===== src/rtl/irqc_pkg.sv =====
package irqc_pkg;

  localparam int unsigned WORD_W   = 32;
  localparam int unsigned LVL_W    = 4;
  localparam int unsigned NLVL     = 1 << LVL_W;
  localparam int unsigned MALL_BIT = 31;
  localparam int unsigned ERR_LO   = 27;
  localparam int unsigned ERR_HI   = 30;
  localparam int unsigned ERR_N    = ERR_HI - ERR_LO + 1;
  localparam int unsigned DEV_LO   = 14;
  localparam int unsigned DEV_N    = 9;
  localparam int unsigned BUS_N    = 7;
  localparam int unsigned XBUS_LO  = 7;
  localparam int unsigned BPL_LO   = 0;
  localparam int unsigned TMR_LVL  = 14;
  localparam int unsigned ERR_LVL  = 15;

  localparam int unsigned A_PEND     = 0;
  localparam int unsigned A_MSET     = 1;
  localparam int unsigned A_MCLR     = 2;
  localparam int unsigned A_TGT      = 3;
  localparam int unsigned A_CPU_BASE = 16;
  localparam int unsigned A_CPU_STEP = 4;

  // level of shared bus line k (1..7)
  function automatic logic [LVL_W-1:0] bus_level(input int unsigned k);
    if (k <= 2) return LVL_W'(k + 1);
    else        return LVL_W'(2 * k - 1);
  endfunction

  // level carried by bit b of the global source word, 0 if unused
  function automatic logic [LVL_W-1:0] src_level(input int unsigned b);
    logic [LVL_W-1:0] r;
    r = '0;
    if (b >= ERR_LO && b <= ERR_HI) r = LVL_W'(ERR_LVL);
    else if (b >= XBUS_LO && b < XBUS_LO + BUS_N) r = bus_level(b - XBUS_LO + 1);
    else if (b < BPL_LO + BUS_N) r = bus_level(b - BPL_LO + 1);
    else begin
      case (b)
        22: r = 4'd11;
        21: r = 4'd9;
        20: r = 4'd8;
        19: r = 4'd10;
        18: r = 4'd4;
        17: r = 4'd13;
        16: r = 4'd6;
        15: r = 4'd12;
        14: r = 4'd12;
        default: r = '0;
      endcase
    end
    return r;
  endfunction

endpackage


===== src/rtl/irqc_mask_reg.sv =====
module irqc_mask_reg
  import irqc_pkg::*;
(
  input  logic              clk,
  input  logic              rst_n,
  input  logic              set_en,
  input  logic              clr_en,
  input  logic [WORD_W-1:0] wdata,
  output logic [WORD_W-1:0] mask_q
);

  logic [WORD_W-1:0] mask_d;
  logic              mask_ce;

  always_comb begin
    mask_ce = set_en | clr_en;
    mask_d  = mask_q;
    if (clr_en) mask_d = mask_d & ~wdata;
    if (set_en) mask_d = mask_d | wdata;
  end

  always_ff @(posedge clk or negedge rst_n) begin
    if (!rst_n)       mask_q <= '1;
    else if (mask_ce) mask_q <= mask_d;
  end

  AST_SET_APPLIED: assert property (@(posedge clk) disable iff (!rst_n)
    set_en |=> ((mask_q & $past(wdata)) == $past(wdata)));
  AST_CLR_APPLIED: assert property (@(posedge clk) disable iff (!rst_n)
    (clr_en && !set_en) |=> ((mask_q & $past(wdata)) == '0));
  AST_MASK_HOLD: assert property (@(posedge clk) disable iff (!rst_n)
    (!set_en && !clr_en) |=> $stable(mask_q));

endmodule


===== src/rtl/irqc_src_map.sv =====
module irqc_src_map
  import irqc_pkg::*;
(
  input  logic [WORD_W-1:0] src_raw,
  input  logic [WORD_W-1:0] mask_q,
  output logic [NLVL-1:0]   dev_vec,
  output logic [NLVL-1:0]   err_vec
);

  logic [WORD_W-2:0] qual;

  genvar b;
  generate
    for (b = 0; b < WORD_W - 1; b++) begin : g_qual
      assign qual[b] = src_raw[b] & ~mask_q[b] & ~mask_q[MALL_BIT];
    end
  endgenerate

  always_comb begin
    dev_vec = '0;
    err_vec = '0;
    for (int i = 0; i < WORD_W - 1; i++) begin
      if (src_level(i) != '0) begin
        if (i >= ERR_LO && i <= ERR_HI)
          err_vec[src_level(i)] = err_vec[src_level(i)] | qual[i];
        else
          dev_vec[src_level(i)] = dev_vec[src_level(i)] | qual[i];
      end
    end
  end

endmodule


===== src/rtl/irqc_prio_enc.sv =====
module irqc_prio_enc
  import irqc_pkg::*;
(
  input  logic [NLVL-1:0]  vec,
  output logic [LVL_W-1:0] code
);

  always_comb begin
    code = '0;
    for (int i = 1; i < NLVL; i++)
      if (vec[i]) code = LVL_W'(i);
  end

endmodule


===== src/rtl/irqc_soft_bank.sv =====
module irqc_soft_bank
  import irqc_pkg::*;
(
  input  logic            clk,
  input  logic            rst_n,
  input  logic            set_en,
  input  logic            clr_en,
  input  logic [NLVL-1:0] wbits,
  output logic [NLVL-1:0] soft_q
);

  logic [NLVL-1:0] soft_d;
  logic [NLVL-1:0] usable;
  logic            soft_ce;

  assign usable = {wbits[NLVL-1:1], 1'b0};

  always_comb begin
    soft_ce = set_en | clr_en;
    soft_d  = soft_q;
    if (clr_en) soft_d = soft_d & ~usable;
    if (set_en) soft_d = soft_d | usable;
  end

  always_ff @(posedge clk or negedge rst_n) begin
    if (!rst_n)       soft_q <= '0;
    else if (soft_ce) soft_q <= soft_d;
  end

  AST_SOFT_BIT0_IDLE: assert property (@(posedge clk) disable iff (!rst_n)
    soft_q[0] == 1'b0);
  AST_SOFT_HOLD: assert property (@(posedge clk) disable iff (!rst_n)
    (!set_en && !clr_en) |=> $stable(soft_q));

endmodule


===== src/rtl/irqc_top.sv =====
module irqc_top
  import irqc_pkg::*;
#(
  parameter int unsigned NCPU   = 4,
  parameter int unsigned ADDR_W = 6
) (
  input  logic                  clk,
  input  logic                  rst_n,
  input  logic                  bus_we,
  input  logic [ADDR_W-1:0]     bus_addr,
  input  logic [WORD_W-1:0]     bus_wdata,
  output logic [WORD_W-1:0]     bus_rdata,
  input  logic [ERR_N-1:0]      err_req,
  input  logic [DEV_N-1:0]      dev_req,
  input  logic [BUS_N-1:0]      xbus_req,
  input  logic [BUS_N-1:0]      bpl_req,
  input  logic [NCPU-1:0]       tmr_req,
  output logic [NCPU*LVL_W-1:0] cpu_level
);

  localparam int unsigned CPU_W   = (NCPU > 1) ? $clog2(NCPU) : 1;
  localparam int unsigned GAP_W   = ERR_LO - (DEV_LO + DEV_N);

  logic [WORD_W-1:0] src_raw;
  logic [WORD_W-1:0] mask_q;
  logic [NLVL-1:0]   dev_vec;
  logic [NLVL-1:0]   err_vec;
  logic [CPU_W-1:0]  tgt_q;
  logic [CPU_W-1:0]  tgt_d;
  logic              tgt_ce;
  logic [NLVL-1:0]   soft_q [NCPU];

  assign src_raw = {1'b0, err_req, {GAP_W{1'b0}}, dev_req, xbus_req, bpl_req};

  irqc_mask_reg u_mask (
    .clk    (clk),
    .rst_n  (rst_n),
    .set_en (bus_we && bus_addr == ADDR_W'(A_MSET)),
    .clr_en (bus_we && bus_addr == ADDR_W'(A_MCLR)),
    .wdata  (bus_wdata),
    .mask_q (mask_q)
  );

  irqc_src_map u_map (
    .src_raw (src_raw),
    .mask_q  (mask_q),
    .dev_vec (dev_vec),
    .err_vec (err_vec)
  );

  // target processor select
  always_comb begin
    tgt_ce = bus_we && bus_addr == ADDR_W'(A_TGT);
    tgt_d  = bus_wdata[CPU_W-1:0];
  end

  always_ff @(posedge clk or negedge rst_n) begin
    if (!rst_n)      tgt_q <= '0;
    else if (tgt_ce) tgt_q <= tgt_d;
  end

  genvar c;
  generate
    for (c = 0; c < NCPU; c++) begin : g_cpu
      logic [NLVL-1:0]  req_vec;
      logic [LVL_W-1:0] lvl_d;
      logic [LVL_W-1:0] lvl_q;

      irqc_soft_bank u_soft (
        .clk    (clk),
        .rst_n  (rst_n),
        .set_en (bus_we && bus_addr == ADDR_W'(A_CPU_BASE + c * A_CPU_STEP)),
        .clr_en (bus_we && bus_addr == ADDR_W'(A_CPU_BASE + c * A_CPU_STEP + 1)),
        .wbits  (bus_wdata[NLVL-1:0]),
        .soft_q (soft_q[c])
      );

      always_comb begin
        req_vec = soft_q[c] | err_vec;
        req_vec[TMR_LVL] = req_vec[TMR_LVL] | tmr_req[c];
        if (tgt_q == CPU_W'(c)) req_vec = req_vec | dev_vec;
      end

      irqc_prio_enc u_enc (
        .vec  (req_vec),
        .code (lvl_d)
      );

      always_ff @(posedge clk or negedge rst_n) begin
        if (!rst_n) lvl_q <= '0;
        else        lvl_q <= lvl_d;
      end

      assign cpu_level[c*LVL_W +: LVL_W] = lvl_q;

      AST_ERR_BROADCAST: assert property (@(posedge clk) disable iff (!rst_n)
        (!mask_q[MALL_BIT] && |(err_req & ~mask_q[ERR_HI:ERR_LO]))
          |=> lvl_q == LVL_W'(ERR_LVL));
      AST_MASKALL_QUIET: assert property (@(posedge clk) disable iff (!rst_n)
        (mask_q[MALL_BIT] && soft_q[c] == '0 && !tmr_req[c])
          |=> lvl_q == '0);
      AST_TMR_FLOOR: assert property (@(posedge clk) disable iff (!rst_n)
        tmr_req[c] |=> lvl_q >= LVL_W'(TMR_LVL));
      AST_TARGET_ONLY: assert property (@(posedge clk) disable iff (!rst_n)
        (tgt_q != CPU_W'(c) && soft_q[c] == '0 && !tmr_req[c] && err_vec == '0)
          |=> lvl_q == '0);
    end
  endgenerate

  // register read port
  always_comb begin
    bus_rdata = '0;
    case (bus_addr)
      ADDR_W'(A_PEND): bus_rdata = src_raw;
      ADDR_W'(A_MSET),
      ADDR_W'(A_MCLR): bus_rdata = mask_q;
      ADDR_W'(A_TGT):  bus_rdata = WORD_W'(tgt_q);
      default: begin
        for (int i = 0; i < NCPU; i++)
          if (bus_addr == ADDR_W'(A_CPU_BASE + i * A_CPU_STEP))
            bus_rdata = WORD_W'(soft_q[i]);
      end
    endcase
  end

endmodule


===== config.mk =====
export PLATFORM = sky130hd
export DESIGN_NAME = irqc_top
export DESIGN_NICKNAME = d
export VERILOG_FILES = /design/src/rtl/irqc_pkg.sv /design/src/rtl/irqc_mask_reg.sv /design/src/rtl/irqc_src_map.sv /design/src/rtl/irqc_prio_enc.sv /design/src/rtl/irqc_soft_bank.sv /design/src/rtl/irqc_top.sv
export SDC_FILE = /design/constraint.sdc
export NUM_CORES = 1
export LEC_CHECK = 0
export CORE_ASPECT_RATIO = 1.75
export CORE_MARGIN = 2
export CORE_UTILIZATION = 31
export CTS_CLUSTER_DIAMETER = 40
export DETAILED_ROUTE_END_ITERATION = 7
export SYNTH_ARGS = -nofsm -noshare
export SYNTH_HDL_FRONTEND = slang
export SYNTH_SLANG_ARGS = --single-unit
export TNS_END_PERCENT = 1

===== constraint.sdc =====
create_clock -name clk -period 2.2 [get_ports clk]
set_clock_uncertainty 0.15 [all_clocks]
set_input_delay 0.44 -clock clk [delete_from_list [all_inputs] [get_ports clk]]
set_output_delay 0.44 -clock clk [all_outputs]
set_load 0.05 [all_outputs]

Yosys cells after proc, flatten, opt, wreduce, memory -nomap -nowiden
Cells that the tools add are included.

storage, ports and cells
  flip-flop bits (word level) = 114
  word-level logic and storage cells = 242

cells by class
  equality and inequality tests = 14
  reductions and logical operators = 14
  bitwise operators = 125
  muxes and demuxes = 79

operators by type and width
  operator                                        number
  2-to-1 mux 16 bit                               13
  2-to-1 mux 32 bit                               5
  2-to-1 mux 4 bit                                32
  bitwise OR 16 bit                               8
  case mux 32 bit (3 select lines)                1
  bitwise AND 16 bit                              4
  bitwise OR 16 x 14 -> 16 bit                    4
  bitwise AND 1 bit                               54
  == test 6 x 5 -> 1 bit (second input constant)  8
  2-to-1 mux 3 bit                                16
  bitwise AND 32 bit                              1
  inverter 32 bit                                 1
  bitwise OR 32 bit                               1
  inverter 1 bit                                  28
  bitwise OR 1 bit                                23
  2-to-1 mux 2 bit                                8
  inverter 16 bit                                 1
  == test 6 x 2 -> 1 bit (second input constant)  2
  logical AND 1 bit                               11
  == test 6 x 1 -> 1 bit (second input constant)  1
  logical NOT 6 bit                               1
  == test 2 bit (second input constant)           2
  2-to-1 mux 1 bit                                4
  == test 2 x 1 -> 1 bit (second input constant)  1
  other kinds (2)                                 2

Logic depth before layout (Yosys ltp)
Gate-level depths: netlist of the first run.

  depth in word-level cells = 25
  gate-level depth with buffers = 7
  mapped depth without buffers = 5

Modules after synthesis
A second synthesis of the first run with hierarchy kept.

unflattened totals
  cells, all modules = 654
  area, all modules = 6,749.0 sq um

modules (own cells, without submodules)
  module          cells an instance  instances  sequential area each (sq um)  area each (sq um)
  irqc_soft_bank  49                 4          375.4                         593.1
  irqc_top        199                1          450.4                         2,124.5
  irqc_mask_reg   102                1          840.8                         1,290.0
  irqc_prio_enc   25                 4          0.0                           141.4
  irqc_src_map    57                 1          0.0                           396.6

Worst setup path after synthesis of the first run
No wires, ideal clock.

  kind = input to output
  start = input bus_addr[0]
  end = output bus_rdata[4]
  setup slack = -784 ps
  arrival time = 2,394 ps
  stages = 5
  buffers on the path = 2
  cell sequence = buf_2 -> nor4b_4 -> nand2_1 -> clkbuf_1 -> o21ai_0

on the way
  word-level cells in the longest chain between the ends = 6
  elaborated cells on any way between the ends = 14
  classes of those cells = eq/ne: 7; mux: 5; reduce/logical: 2

ends and longest elaborated chain
  item                                line             source
  from (decl)                         irqc_top.sv:10   input logic [ADDR_W-1:0] bus_addr,
  == test 6 x 5 -> 1 bit              irqc_top.sv:120  if (bus_addr == ADDR_W'(A_CPU_BASE + i * A_CPU_STEP))
  2-to-1 mux 16 bit                   irqc_top.sv:120
  2-to-1 mux 32 bit (3 in series)     irqc_top.sv:120
  case mux 32 bit (3 select lines) *  irqc_top.sv:113  case (bus_addr)
  to (decl)                           irqc_top.sv:12   output logic [WORD_W-1:0] bus_rdata,

Every way passes the cells marked *; elsewhere a longest branch is shown, timed or not.

Worst setup path in the final report of the first run
  start = input bus_addr[3]
  end = output bus_rdata[8]

Same word-level chain as after synthesis.

==> qor.yml, run 1 <==
drv_slew: 0
worstPathRequired_ns: 1.61
ir_drop_uv: 384
avgViaCountPerCell: 5.71
cp-end-kind: "output pin"
drt-total-wl_um: 26300
r2r_end: "g_cpu[2].lvl_q[3]$_DFF_PN0_"
hp-class: "in -> async"
gp_congestion: 0.966
finalNonFillerCells: 1175
ys_seq_elements: 110
rows: 70
pwr-share-seq_pct: 38.2
synth_edf_count: 0
numCtsBuffers: 9
path_max_fanout: 8
cp-start-kind: "input pin"
setup_ws_ns: -0.314
synth_top_area_cell: "dfrtp_1"
crit_type: "in -> out"
wl_per_cell_um: 22.4
antenna_found_initial: 1
worstMarginPinSlew_ns: 0.685
clockBufferDepth: 2
grt_pass1_vias: 6844
finalSetupViolations: 30
gr-total-overflow: 0
hpwlAfterDp_um: 20200
initial_core_util_pct: 31.7
finalNetCount: 989
final_hold_viol_count: 0
grtUsageMet2_pct: 42.3
regArea_mm2: 0.00280
syn_area_mm2: 0.00663
drive_gt1_share_pct: 36.4
num_vias: 6714
multiInputGateArea_mm2: 0.00401
reg2reg_depth: 6
route.detailed.drc: 0
syn_inst: 683
grtUsageTotal_pct: 23.3
die_h_um: 198
rrSetupSlack_ns: -0.15
htreeDepth: 3
dp.cells: 1154
pwr-share-clk_pct: 27.3
cp_data_arrival_time_ns: 1.92
syn_nets: 755
ant_nets: 0
yosysTopAreaCellShare_pct: 29.4
synth_cell_types: 61
combPwrFrac_pct: 34.5
grt_use_met1_pct: 25.6
pre_cts_ws_ns: -0.771
grt_pass1_wl_um: 39400
clk_pin_slew_worst_paths_ns: 0.08
drt_pass1_iterations: 7
relSlewSlack_pct: 53.1
die_width_um: 115
io_buffers: 119
cts_sinks: 110
syn_area_per_cell_um2: 9.71
finalCritPeriodShare_pct: 114
first_iter_violations: 552
yosysSeqAreaShare_pct: 42.1
p_sw_share_pct: 32.9
synthTopCellsByArea: "dfrtp_1 29%, a22o_1 14%, dfstp_2 13%"
net-switching-power_w: 0.00225
fin_crit_ns: 2.51
root_buffer: "clkbuf_16"
ys_async_sr_fraction_pct: 100
final_common_cell: "buf_4"
grt_use_met3_pct: 2.67
grt.busiest_layer: "met2"
area_delta_synth_final_pct: 57.7
power_leakage_nw: 4.39
clk_latency_ns: 0.37
rsz0062_at_grt: "yes"
grt_start_max_net_pins: 48
p_int_w: 0.00460
ys.flop_type: "dfrtp_1"
ys_warn_count: 0
p_per_area_mw_per_mm2: 655
outcome: "complete, but fails checks"
fill_cells: 1912
ios: 120
fmax_mhz: 398
violations: "negative setup slack"
final_cell_mix: "131 x buf_4, 109 x nand2_1, 92 x a22o_1, 78 x clkdlybuf4s50_1, 76 x dfrtp_1"
cts_tree: "built"
cap_violations: 0
die-area_mm2: 0.0226
core_area_mm2: 0.0209
## cell type report
class / instances / share of cell area [%]
diodes: 1 / 0.0239
clock buffers: 10 / 2.39
clock inverters: 6 / 0.861
inverters: 14 / 0.502
multi-input cells: 506 / 38.3
flip-flops and latches: 110 / 26.7
well taps: 252 / 3.01
repair buffers: 276 / 28.2
## cells by family after synthesis
group | Yosys count | share of synthesized area, %
xor+xnor | 1 | 0.132
buf+inv | 68 | 5.05
flops | 110 | 42.1
compound gates | 253 | 30.5
mux | 17 | 3.17
simple gates | 234 | 19.0
## power groups by stage
stage          logic [W]  registers [W]  clock network (W)
4_1_cts          0.00227        0.00261            0.00190
3_3_place_gp     0.00219        0.00263                  0
2_1_floorplan    0.00106        0.00267                  0
6_report         0.00236        0.00262            0.00187
3_5_place_dp     0.00220        0.00264                  0
5_1_grt          0.00251        0.00265            0.00198
## cell usage after synthesis, types with 10 or more instances
cell        n
dfstp_2    32
buf_2      25
mux2i_1    12
nand2_1   109
clkbuf_1   18
a211o_1    10
o21ai_1    18
nor2b_1    22
a22o_1    103
nor2_1     26
o21ai_0    18
dfrtp_1    78
a21oi_1    16
nand2b_1   19
a222oi_1   14
a221oi_1   10
a21o_1     12
a211oi_1   23
inv_1      14
## worst max-delay path, stage by stage
cell,delay [ns]
buf_6,0.09
or4_4,0.56
nor3_4,0.20
buf_12,0.17
a222oi_1,0.09
buf_4,0.15
o21ai_4,0.06
buf_12,0.15
## metrics by stage
stage / hold WS (ns) / total power, W / cell area [µm²] / utilization, % / setup TNS, ns
3_5_place_dp: 0.216 / 0.00484 / 9820 / 46.9 / -54.95
4_1_cts: 0.375 / 0.00677 / 10300 / 49.4 / -9.15
6_report: 0.365 / 0.00685 / 10500 / 50.0 / -7.35
3_3_place_gp: 0.212 / 0.00482 / 9820 / 46.9 / -54.30
2_1_floorplan: -0.00559 / 0.00372 / 6910 / - / -4.29
5_1_grt: 0.402 / 0.00714 / 10500 / 50.0 / -8.97
## how the worst max path moves through the flow
stage	from	to	slack [ns]	cells past startpoint
2_1_floorplan	bus_addr[0]	bus_rdata[10]	-0.20	7
3_3_place_gp	bus_addr[2]	bus_rdata[9]	-0.73	6
3_5_place_dp	bus_addr[1]	bus_rdata[13]	-0.77	9
4_1_cts	bus_addr[4]	bus_rdata[2]	-0.39	8
5_1_grt	bus_addr[3]	bus_rdata[8]	-0.36	8
6_report	bus_addr[3]	bus_rdata[8]	-0.31	8
## per-layer routing
layer  wire [µm]  share of wire (%)
met2       14000                 53
met3        1230                4.7
met4        1800                6.8
met5           0                  0
met1        9300                 35
## timing repair
item,CTS,global route
resized for setup,56,39
hold endpoints to repair,18,0
setup buffers,8,4
gates cloned,2,0
pin swaps,30,17
hold buffers,1,0
setup endpoints to repair,76,47
No activity file was read; power rests on OpenSTA's default activity.
==> run 2, diff against run 1 <==
- HOLD_SLACK_MARGIN: not set -> 0.08
==> results of run 2 <==
Same layout as run 1: the final DEF is identical, and so are final timing and power.
